### src/rtl/alu_cc_pkg.sv
`timescale 1ns/1ps
package alu_cc_pkg;
  localparam int SEL_W = 4;

  localparam logic [SEL_W-1:0] SEL_ADD = 4'd0;
  localparam logic [SEL_W-1:0] SEL_SUB = 4'd1;
  localparam logic [SEL_W-1:0] SEL_AND = 4'd2;
  localparam logic [SEL_W-1:0] SEL_XOR = 4'd3;

  typedef struct packed {
    logic ovf;
    logic zero;
    logic neg;
  } cc_flags_t;
endpackage

### src/rtl/alu_exec.sv
`timescale 1ns/1ps
module alu_exec
  import alu_cc_pkg::*;
#(
  parameter int W = 32
) (
  input  logic [SEL_W-1:0] sel,
  input  logic [W-1:0]     src,
  input  logic [W-1:0]     dst,
  output logic [W-1:0]     res,
  output cc_flags_t        flags,
  output logic             sel_ok
);
  localparam int MSB = W - 1;

  logic          is_sub;
  logic [W-1:0]  addend;
  logic [W-1:0]  sum;
  logic          arith_ovf;

  // One shared adder: subtraction adds the inverted source plus one.
  assign is_sub = (sel == SEL_SUB);
  assign addend = is_sub ? ~src : src;
  assign sum    = dst + addend + {{(W-1){1'b0}}, is_sub};

  // Overflow when both adder inputs share a sign the sum does not.
  assign arith_ovf = (dst[MSB] == addend[MSB]) && (sum[MSB] != dst[MSB]);

  always_comb begin
    sel_ok = 1'b1;
    unique case (sel)
      SEL_ADD, SEL_SUB: res = sum;
      SEL_AND:          res = dst & src;
      SEL_XOR:          res = dst ^ src;
      default: begin
        res    = '0;
        sel_ok = 1'b0;
      end
    endcase
  end

  always_comb begin
    flags.ovf  = (sel == SEL_ADD || sel == SEL_SUB) ? arith_ovf : 1'b0;
    flags.zero = (res == '0);
    flags.neg  = res[MSB];
  end
endmodule

### src/rtl/cc_register.sv
`timescale 1ns/1ps
module cc_register
  import alu_cc_pkg::*;
(
  input  logic      clk,
  input  logic      rst,
  input  logic      load,
  input  cc_flags_t d,
  output cc_flags_t q
);
  always_ff @(posedge clk) begin
    if (rst)       q <= '0;
    else if (load) q <= d;
  end
endmodule

### src/rtl/alu_cc_unit.sv
`timescale 1ns/1ps
module alu_cc_unit
  import alu_cc_pkg::*;
(
  input  logic        clk,
  input  logic        rst,
  input  logic [3:0]  op_sel,
  input  logic [31:0] op_a,
  input  logic [31:0] op_b,
  input  logic        upd_flags,
  output logic [31:0] result,
  output logic        flag_of,
  output logic        flag_zf,
  output logic        flag_sf
);
  localparam int DW = 32;

  cc_flags_t next_cc;
  cc_flags_t cur_cc;
  logic      sel_ok;

  alu_exec #(.W(DW)) u_exec (
    .sel    (op_sel),
    .src    (op_a),
    .dst    (op_b),
    .res    (result),
    .flags  (next_cc),
    .sel_ok (sel_ok)
  );

  cc_register u_cc (
    .clk  (clk),
    .rst  (rst),
    .load (upd_flags & sel_ok),
    .d    (next_cc),
    .q    (cur_cc)
  );

  assign flag_of = cur_cc.ovf;
  assign flag_zf = cur_cc.zero;
  assign flag_sf = cur_cc.neg;
endmodule

### config.mk
export PLATFORM = sky130hd
export DESIGN_NAME = alu_cc_unit
export DESIGN_NICKNAME = d
export VERILOG_FILES = /design/src/rtl/alu_cc_pkg.sv /design/src/rtl/alu_exec.sv /design/src/rtl/cc_register.sv /design/src/rtl/alu_cc_unit.sv
export SDC_FILE = /design/constraint.sdc
export NUM_CORES = 1
export LEC_CHECK = 0
export ABC_AREA = 1
export BUFFER_PORTS_ARGS = -buffer_cell sky130_fd_sc_hd__buf_2
export CAP_MARGIN = 5
export CORE_UTILIZATION = 55
export CTS_BUF_LIST = sky130_fd_sc_hd__clkbuf_8
export DETAILED_ROUTE_END_ITERATION = 10
export GPL_TIMING_DRIVEN = 1
export HOLD_SLACK_MARGIN = 0.06
export PLACE_DENSITY = 0.92
export SLEW_MARGIN = 20
export SYNTH_ARGS = -nofsm -noshare
export SYNTH_HDL_FRONTEND = slang
export SYNTH_HIERARCHICAL = 1
export SYNTH_SLANG_ARGS = --single-unit
### constraint.sdc
create_clock -name clk -period 4.81 [get_ports clk]
set_input_delay 0 -clock clk [delete_from_list [all_inputs] [get_ports clk]]
set_output_delay 0 -clock clk [all_outputs]
set_load 0.01 [all_outputs]
-- Yosys cells after proc, flatten, opt, wreduce, memory -nomap -nowiden
Cells that the tools add are included.
W data, S select, Z words.
- register bits after elaboration: 3
- input bits: 71
- output and inout port bits: 35
- logic and storage cells: 24
- add/sub/neg operators: 2
- equality and inequality tests: 5
- multiplexer cells: 4
- bitwise gates (word level): 4
- reductions and logical operators: 6
- operators by type and width (kind ; number):
    $pmux W32 S3 ; 1
    $add A32 B1 Y32 ; 1
    $add A32 B32 Y32 ; 1
    $and A32 B32 Y32 ; 1
    $logic_not A32 Y1 ; 1
    $mux W32 ; 1
    $not A32 Y32 ; 1
    $xor A32 B32 Y32 ; 1
    $eq A4 B2 Y1 const B ; 2
    $eq A4 B1 Y1 const B ; 1
    $logic_not A4 Y1 ; 1
    $reduce_or A4 Y1 ; 1
    $mux W1 ; 2
    $reduce_or A2 Y1 ; 1
    $and A1 B1 Y1 ; 1
    $eq A1 B1 Y1 ; 1
    $logic_and A1 B1 Y1 ; 1
    $logic_or A1 B1 Y1 ; 1
    $ne A1 B1 Y1 ; 1

-- Depth between registers and ports, before layout
Gate-level depths: netlist of run 1.
- depth after elaboration: 7
- mapped depth: 26
- depth with buffers taken out: 25

-- By module
Netlist of run 1, hierarchy kept.
- modules (own cells, without submodules) (module ; instances ; cells each ; area an instance (um^2) ; sequential area each (um^2)):
    alu_exec ; 1 ; 682 ; 3905.0 ; 0.0
    cc_register ; 1 ; 19 ; 120.1 ; 60.1
    alu_cc_unit ; 1 ; 2 ; 7.5 ; 0.0

-- Least setup slack after synthesis of run 1
No wires, ideal clock.
- path kind: input to register
- start: input port op_sel[0]
- end: register u_cc/q[1] in the netlist's numbering
- setup time: 0.113 ns
- data arrival time: 2.587 ns
- required time: 4.697 ns
- path slack: 2.110 ns
- stages: 26
- path buffers: 1
- cell sequence: inv_1 -> nor2_2 -> nand2_1 -> buf_1 -> xnor2_1 -> fa_1 -> nand2_2 -> nand2_1 -> nand3b_1 -> nand2_1 -> nand2_1 -> nand2_2 -> nand2_1 -> nand2_1 -> nand2_1 -> nand2_1 -> o21bai_1 -> nor2_1 -> nand2_1 -> nor2_1 -> nand3_1 -> nor2_2 -> inv_1 -> nand2_1 -> nand2_1 -> nor2_1
- RTL lines (item ; line ; text):
    start, declared ; alu_cc_unit.sv:7 ; input logic [3:0] op_sel,
    end signal, assigned ; cc_register.sv:12 ; if (rst) q <= '0;
    end signal, assigned ; cc_register.sv:13 ; else if (load) q <= d;
    end, declared ; cc_register.sv:9 ; output cc_flags_t q

-- Final worst setup path of run 1
- start: input port op_sel[3]
- end: register u_cc/q[1] in the netlist's numbering
- elaborated cells between the ends (all ways): 13
- classes of those cells: add/sub: 2; eq/ne: 3; mux: 3; bitwise: 1; reduce/logical: 4
- RTL lines (item ; line ; text):
    $eq A4 B2 Y1, or another cell as far along ; alu_exec.sv:31 ; unique case (sel)
    $reduce_or A4 Y1 (no source line) * ; - ;
    $mux W1 * ; alu_exec.sv:31 ;
    named net sel_ok ; alu_cc_unit.sv:20 ; logic sel_ok;
    $and A1 B1 Y1 * ; alu_cc_unit.sv:34 ; .load (upd_flags & sel_ok),
Mark *: on every way through the listed nets, which the timed path passes. The rest lies on a longest branch.
A chain may end at the register's enable or synchronous reset.

==> results.py, run 1 <==
metrics = {
    "cells_and_area": {
        "drive_above_1_share_pct": 22.3,
        "reg_top3": "u_cc/q x3",
        "n_antenna_cell": 0,
        "fin_nets": 939,
        "area_growth_pct": 16.1,
        "largest_reg_flops": 3,
        "n_fill_cell": 653,
        "largest_register": "u_cc/q",
    },
    "floorplan": {
        "ios": 106,
        "fp.dieH_um": 87.6,
        "initial_core_util_pct": 58.1,
        "die_w_um": 87.6,
        "row_count": 30,
        "die_area_um2": 7680,
        "coreArea_um2": 6940,
    },
    "global_route": {
        "grt_pass1_vias": 4599,
        "grt_pass1_wl_um": 20900,
        "grt_max_degree": 33,
        "grt_use_total_pct": 34.3,
        "antenna_found_initial": 0,
        "grt_overflow": 0,
    },
    "yosys": {
        "ys_warn_count": 6,
        "synthTopCellsByArea": "ha_1 (20%), nand2_1 (18%), inv_1 (9.6%)",
        "syn-num-nets": 840,
        "synth_area_um2": 4030,
        "yosysSeqAreaShare_pct": 1.49,
        "synth_top_cell_by_area": "ha_1",
        "netlist_instances": 703,
        "synth-seq-cells": 3,
        "synth_top_area_share_pct": 20.2,
        "avgSynthCellArea_um2": 5.74,
        "synth.distinct_cells": 36,
    },
    "status": {
        "outcome": "finished clean",
    },
    "worst_hold_path": {
        "hp-class": "input port to flip-flop",
        "hold_path_depth": 8,
    },
    "clocking": {
        "clk_root_buffer_cell": "clkbuf_8",
        "cts_resized": 0,
        "post_cts_buffers": 0,
        "clockBufferDepth": 2,
        "tritoncts": "done",
        "cts_hold_buffers": 1,
        "path_clk_slew_ns": 0.03,
        "numCtsBuffers": 3,
        "cts_htree_levels": 1,
        "clock-sinks": 3,
        "clk-insertion-delay-late_ns": 0.22,
    },
    "timing": {
        "worst_pin_slew_ns": 1.16,
        "grt_setup_unrepaired": "false",
        "timing.fmax_mhz": 272,
        "finalCritPeriodShare_pct": 76.6,
        "clock_skew_ns": 0,
        "slew_violations": 0,
        "setup_viol": 0,
        "fin_setup_tns_ns": 0,
        "post-route-min-period_ns": 3.68,
        "slew_headroom_pct": 22.8,
        "hold_violations": 0,
    },
    "route": {
        "wirelength_um": 12800,
        "antenna_left": 0,
        "firstDrtPassIters": 6,
        "first_iter_violations": 412,
        "viasPerCell": 5.54,
        "drc": 0,
        "num_vias": 4973,
        "wl_per_cell_um": 14.2,
    },
    "worst_setup_path": {
        "cp_max_fo": 17,
        "critPathLaunchType": "input port",
        "regToRegSetupSlack_ns": 4.24,
        "r2r-end": "u_cc/q[1]",
        "crit_start": "op_sel[3]",
        "worstPathRequired_ns": 4.97,
        "crit_type": "input port to flip-flop",
        "ff2ff_path_depth": 2,
        "crit_end": "u_cc/q[1]",
        "cp.arrival_ns": 3.84,
        "regToRegStartpoint": "u_cc/q[1]",
        "cp-end-kind": "flip-flop",
    },
    "flow_run": {
        "drv_cap": 0,
    },
    "power": {
        "power_mw": 0.661,
        "ir_worst_vdd_v": 0.000164,
        "power_leakage_nw": 2.69,
        "powerDensity_nw_per_um2": 141,
    },
    "placement": {
        "io_buffers": 105,
        "dp_hpwl_um": 10800,
        "routabilityCongestion": 1.01,
    },
}
-- layer usage --
metal	track usage [%]	vias up	wire length, um
met5	0	-	0
met1	46.3	2234	5820
met4	9.39	0	216
met2	59.2	240	5770
li1	-	2477	-
met3	1.79	22	955
-- critical path, stage by stage --
cell,delay [ns]
buf_2,0.11
nor2_4,0.16
nand2_1,0.63
buf_4,0.50
xnor2_1,0.16
ha_1,0.35
a21oi_1,0.30
nand2_1,0.13
nand2_1,0.08
nand3_1,0.09
a21oi_1,0.22
nand3_1,0.12
nand3_1,0.13
nand2_1,0.10
nor2_1,0.13
nand2_1,0.07
nor2_1,0.12
nand3_1,0.11
nor2_2,0.09
inv_1,0.04
nand2_1,0.05
nand2_1,0.04
nor2_1,0.08
-- synthesized netlist by cell type (all sizes together) --
cell type	instances
nand2	213
or2	3
dfxtp	3
a21oi	40
fa	1
and2	1
xnor2	32
ha	65
o21ai	19
a21o	1
inv	115
o21bai	9
nand4	13
a221oi	1
xor2	1
nand3	55
clkbuf	5
nor2	77
nor3b	1
buf	8
nand3b	5
nor3	11
a22o	24
-- logic make-up after synthesis --
group,after synthesis,share of synthesized area (%)
buffers and inverters,128,12.1
DFF,3,1.49
AOI/OAI and AO/OA,94,15.3
and+or+nand+nor,379,43.3
adders and majority gates,66,20.7
xor gates and xnor gates,33,7.17
-- power by group --
group	switching [mW]	internal (mW)	total, mW
registers	0.000762	0.0263	0.0271
logic	0.355	0.204	0.560
clock network	0.0193	0.0545	0.0738
-- cells in the final DEF, fill, tap and decap left out, types with 4 or more instances in the layout --
cell type and n:
o21ai_1 5, nor2_4 4, a21oi_1 35, o21bai_1 7, xnor2_1 32, nand3b_1 5, nand2_1 189, ha_1 65
nand3_1 51, a21oi_2 5, inv_1 103, nor3_2 5, nor3_1 6, nor2_1 61, o21ai_0 14, inv_2 12
nand2_2 22, a22o_1 24, nand3_2 4, nor2_2 12, nand4_1 13, buf_2 105
-- worst min-delay path by stage --
stage,start,endpoint
after floorplan,rst,u_cc/q[1]
after global placement,rst,u_cc/q[0]
after detailed placement,rst,u_cc/q[2]
after CTS,op_b[31],u_cc/q[2]
after global routing,upd_flags,u_cc/q[2]
final,op_b[31],u_cc/q[2]
-- layout make-up --
class,instances,area (um2),area share [%]
clock buffer,3,41.3,0.882
tap,96,120,2.56
clock inverter,1,3.75,0.0801
inverter,115,432,9.22
timing repair buffer,107,543,11.6
sequential,3,60.1,1.28
multi-input combinational,572,3480,74.4
-- metrics by stage --
| stage | std cells | worst slack, ns | hold slack (ns) | util [%] | area (um2) |
|---|---|---|---|---|---|
| 2_1_floorplan | 703 | 2.11 | 0.167 | - | 4030 |
| 3_3_place_gp | 892 | 1.02 | 0.268 | 66.6 | 4630 |
| 3_5_place_dp | 892 | 0.973 | 0.278 | 66.6 | 4630 |
| 4_1_cts | 897 | 1.20 | 0.253 | 67.4 | 4680 |
| 5_1_grt | 897 | 0.740 | 0.303 | 67.4 | 4680 |
| 6_report | 897 | 1.13 | 0.261 | 67.4 | 4680 |
Note: power is estimated with default switching activity, not from simulation.
==> run 2, diff against run 1 <==
--- a/config.mk
+++ b/config.mk
@@ -5,15 +5,15 @@
 export SDC_FILE = /design/constraint.sdc
 export NUM_CORES = 1
 export LEC_CHECK = 0
-export ABC_AREA = 1
+export ABC_AREA = 0
 export BUFFER_PORTS_ARGS = -buffer_cell sky130_fd_sc_hd__buf_2
 export CAP_MARGIN = 5
-export CORE_UTILIZATION = 55
+export CORE_UTILIZATION = 50
 export CTS_BUF_LIST = sky130_fd_sc_hd__clkbuf_8
 export DETAILED_ROUTE_END_ITERATION = 10
 export GPL_TIMING_DRIVEN = 1
 export HOLD_SLACK_MARGIN = 0.06
-export PLACE_DENSITY = 0.92
+export PLACE_DENSITY = 0.9
 export SLEW_MARGIN = 20
 export SYNTH_ARGS = -nofsm -noshare
 export SYNTH_HDL_FRONTEND = slang
==> constraint.sdc (replaced) <==
create_clock -name clk -period 3.3 [get_ports clk]
set_input_delay 0 -clock clk [delete_from_list [all_inputs] [get_ports clk]]
set_output_delay 0 -clock clk [all_outputs]
set_load 0.01 [all_outputs]
==> run 2 against run 1 <==
- the run now ends with negative setup slack left
- clock-buffer cell count unchanged
- design area grew 28%
- area after synthesis is 12% lower
- flip-flop and latch count unchanged
- routed wire length grew 59%
- total power is 130% higher
- worst hold slack better by 0.070 ns
- die area shrank 3.0%
- global-route usage grew 8.7 points
- critical path depth decreased by 3
- sequential power up 37%
- synthesized cell count down 33%
- critical path type unchanged
- critical endpoint unchanged
- highest routed layer is now met5
==> results.py, run 2 <==
metrics = {
    "yosys": {
        "synth_ff_type": "dfxtp_1",
        "synth_area_um2": 3550,
        "synth_top_cell_by_area": "ha_1",
        "synthTopCellsByArea": "ha_1 (23%), xnor2_1 (10%), mux2i_1 (8.5%)",
        "netlist_instances": 470,
        "yosysSeqAreaShare_pct": 1.69,
        "synth-seq-cells": 3,
        "async_flop_share_pct": 0,
        "avgSynthCellArea_um2": 7.56,
        "synth.distinct_cells": 68,
        "ys_warn_count": 6,
        "synth_edf_count": 0,
        "syn-num-nets": 607,
        "synth_top_cells_by_count": "ha_1 (65), xnor2_1 (41), a21oi_1 (40)",
        "synth_top_area_share_pct": 22.9,
        "post-synth-top-count-cell": "ha_1",
    },
    "clocking": {
        "clock-sinks": 3,
        "numCtsBuffers": 3,
        "clockBufferDepth": 2,
        "clk_root_buffer_cell": "clkbuf_8",
        "tritoncts": "done",
        "path_clk_slew_ns": 0.03,
        "clk-insertion-delay-late_ns": 0.22,
        "cts_htree_levels": 1,
    },
    "worst_setup_path": {
        "crit_type": "input port to flip-flop",
        "cp_slowest_stage_delay_ns": 0.59,
        "regToRegStartpoint": "u_cc/q[2]",
        "path_cells": "buf_2, or2_4, nor2_4, buf_6, nand2_4, buf_6, xnor2_4, ha_4, buf_4, nand4_1, a2111oi_4, o31ai_2, a21boi_1, o41ai_2, or4_4, nor4_4, nand4bb_1, nor4_2, mux2i_1, nor2_1",
        "worstPathRequired_ns": 3.45,
        "cp_common_cell": "buf_6",
        "cp_max_fo": 5,
        "regToRegSetupSlack_ns": 2.60,
        "crit_start": "op_sel[2]",
        "critPathLaunchType": "input port",
        "cp-end-kind": "flip-flop",
        "cp_top_family": "simple AND/OR/NAND/NOR gates",
        "slowest_stage": "a2111oi_4",
        "cp.arrival_ns": 4.56,
        "r2r-end": "u_cc/q[2]",
        "ff2ff_path_depth": 2,
        "crit_buf_inv": 4,
    },
    "timing": {
        "fin_ws_ns": -1.11,
        "hold_violations": 0,
        "hold_ws_ns": 0.331,
        "post-route-min-period_ns": 4.41,
        "grt_setup_unrepaired": "true",
        "slew_violations": 0,
        "timing.fmax_mhz": 227,
        "worst_pin_slew_ns": 0.644,
        "setup_viol": 19,
        "slew_headroom_pct": 55.8,
        "clock_skew_ns": 0,
        "finalCritPeriodShare_pct": 134,
    },
    "power": {
        "power_mw": 1.50,
        "ir_worst_vdd_v": 0.000303,
        "powerDensity_nw_per_um2": 251,
        "power_leakage_nw": 2.86,
    },
    "floorplan": {
        "die_w_um": 86.3,
        "ios": 106,
        "coreArea_um2": 6830,
        "row_count": 30,
        "fp.dieH_um": 86.3,
        "die_area_um2": 7450,
        "initial_core_util_pct": 52.0,
    },
    "cells_and_area": {
        "mostFrequentLayoutCells": "buf_4 (132), buf_2 (100), ha_1 (54)",
        "drive_above_1_share_pct": 50.2,
        "layout_commonest_cell": "buf_4",
        "final_core_util_pct": 87.8,
        "largest_register": "u_cc/q",
        "area_growth_pct": 68.9,
        "n_fill_cell": 324,
        "largest_reg_flops": 3,
        "fin_nets": 837,
        "reg_top3": "u_cc/q x3",
    },
    "worst_hold_path": {
        "hp-start": "upd_flags",
        "hold_end": "u_cc/q[0]",
        "hold_path_depth": 4,
        "hp-class": "input port to flip-flop",
    },
    "flow_run": {
        "drv_cap": 0,
    },
    "placement": {
        "routabilityCongestion": 1.06,
        "dp_slack_ns": -0.797,
        "io_buffers": 105,
        "dp_hpwl_um": 10500,
    },
    "route": {
        "firstDrtPassIters": 6,
        "viasPerCell": 7.14,
        "wirelength_um": 20300,
        "drc": 0,
        "num_vias": 5681,
        "first_iter_violations": 713,
        "antenna_left": 0,
        "wl_per_cell_um": 25.5,
    },
    "global_route": {
        "antenna_found_initial": 2,
        "grt_max_degree": 37,
        "grt_use_total_pct": 43.0,
        "grt_pass1_vias": 5256,
        "grt_overflow": 0,
        "grt_pass1_wl_um": 25100,
    },
    "status": {
        "outcome": "finished with violations",
        "violations": "negative setup slack",
    },
}
==> run 2: cell count changes after synthesis, sizes merged, moves of 9 or more <==
cell    previous run  this run
nand2            213        36
inv              115         7
nand3             55         9
nor2              77        38
mux2i              0        30
a22o              24         0
clkbuf             5        17
a21o               1        11
o22ai              0        10
a211oi             0         9
nor4               0         9
o21a               0         9
xnor2             32        41
==> run 2: area by class of cell <==
class / instances / area (um2) / area share [%]
clock inverters: 1 / 3.75 / 0.0626
diodes: 1 / 2.50 / 0.0417
repair buffers: 249 / 1710 / 28.5
well taps: 96 / 120 / 2.00
inverters: 7 / 26.3 / 0.438
clock buffers: 3 / 41.3 / 0.688
flip-flops and latches: 3 / 60.1 / 1.00
multi-input cells: 436 / 4040 / 67.2
==> run 2: worst register-to-register path: stages (launching register included) <==
cell and delay, ns:
dfxtp_1 0.31, mux2i_1 0.20, nor2_1 0.07
==> run 2: stage by stage <==
stage	setup TNS, ns	cell area [um2]	cells
2_1_floorplan	-0.255	3830	470
3_3_place_gp	-0.995	5040	749
3_5_place_dp	-1.75	5040	749
4_1_cts	-0.943	5480	774
5_1_grt	-8.24	6000	795
6_report	-6.70	6000	796
==> run 2: cells by family (layout without fill, tap and decap cells) <==
| kind of cell | count (synthesis) | in the layout | synth area share [%] |
|---|---|---|---|
| compound gates | 142 | 142 | 27.9 |
| simple gates | 141 | 143 | 20.7 |
| fa+ha+maj | 66 | 66 | 23.5 |
| xor+xnor | 48 | 48 | 11.8 |
| mux | 37 | 37 | 10.7 |
| buf+inv | 33 | 260 | 3.70 |
| flops | 3 | 3 | 1.69 |
| other cells | 0 | 1 | 0 |
==> run 2: worst max path at each step <==
stage	cells past startpoint	endpoint
floorplan	19	u_cc/q[1]
global placement	18	u_cc/q[1]
detailed placement	18	u_cc/q[1]
CTS	20	u_cc/q[1]
global route	20	u_cc/q[1]
finish	20	u_cc/q[1]
==> run 2: repair_timing <==
action	in CTS	in global routing
endpoints found under the setup margin	7	15
hold buffers	1	0
gates resized for setup	45	59
buffers inserted	19	21
hold endpoints to repair	3	0
cloned	2	0
pin swaps	28	19
==> run 2: report_power, final <==
group	switching, mW	total, mW	leakage, nW	internal (mW)
sequential	0.000205	0.0371	0.0242	0.0369
clock	0.0261	0.105	0.0269	0.0794
combinational	0.740	1.36	2.81	0.622
==> run 2: per-layer routing <==
metal | GRT usage [%] | routed length (um) | up-vias
met1 | 47.3 | 6320 | 2499
met2 | 74.0 | 8840 | 651
met4 | 30.8 | 2160 | 2
met3 | 8.19 | 2980 | 261
met5 | 0 | 13 | -
li1 | - | - | 2268
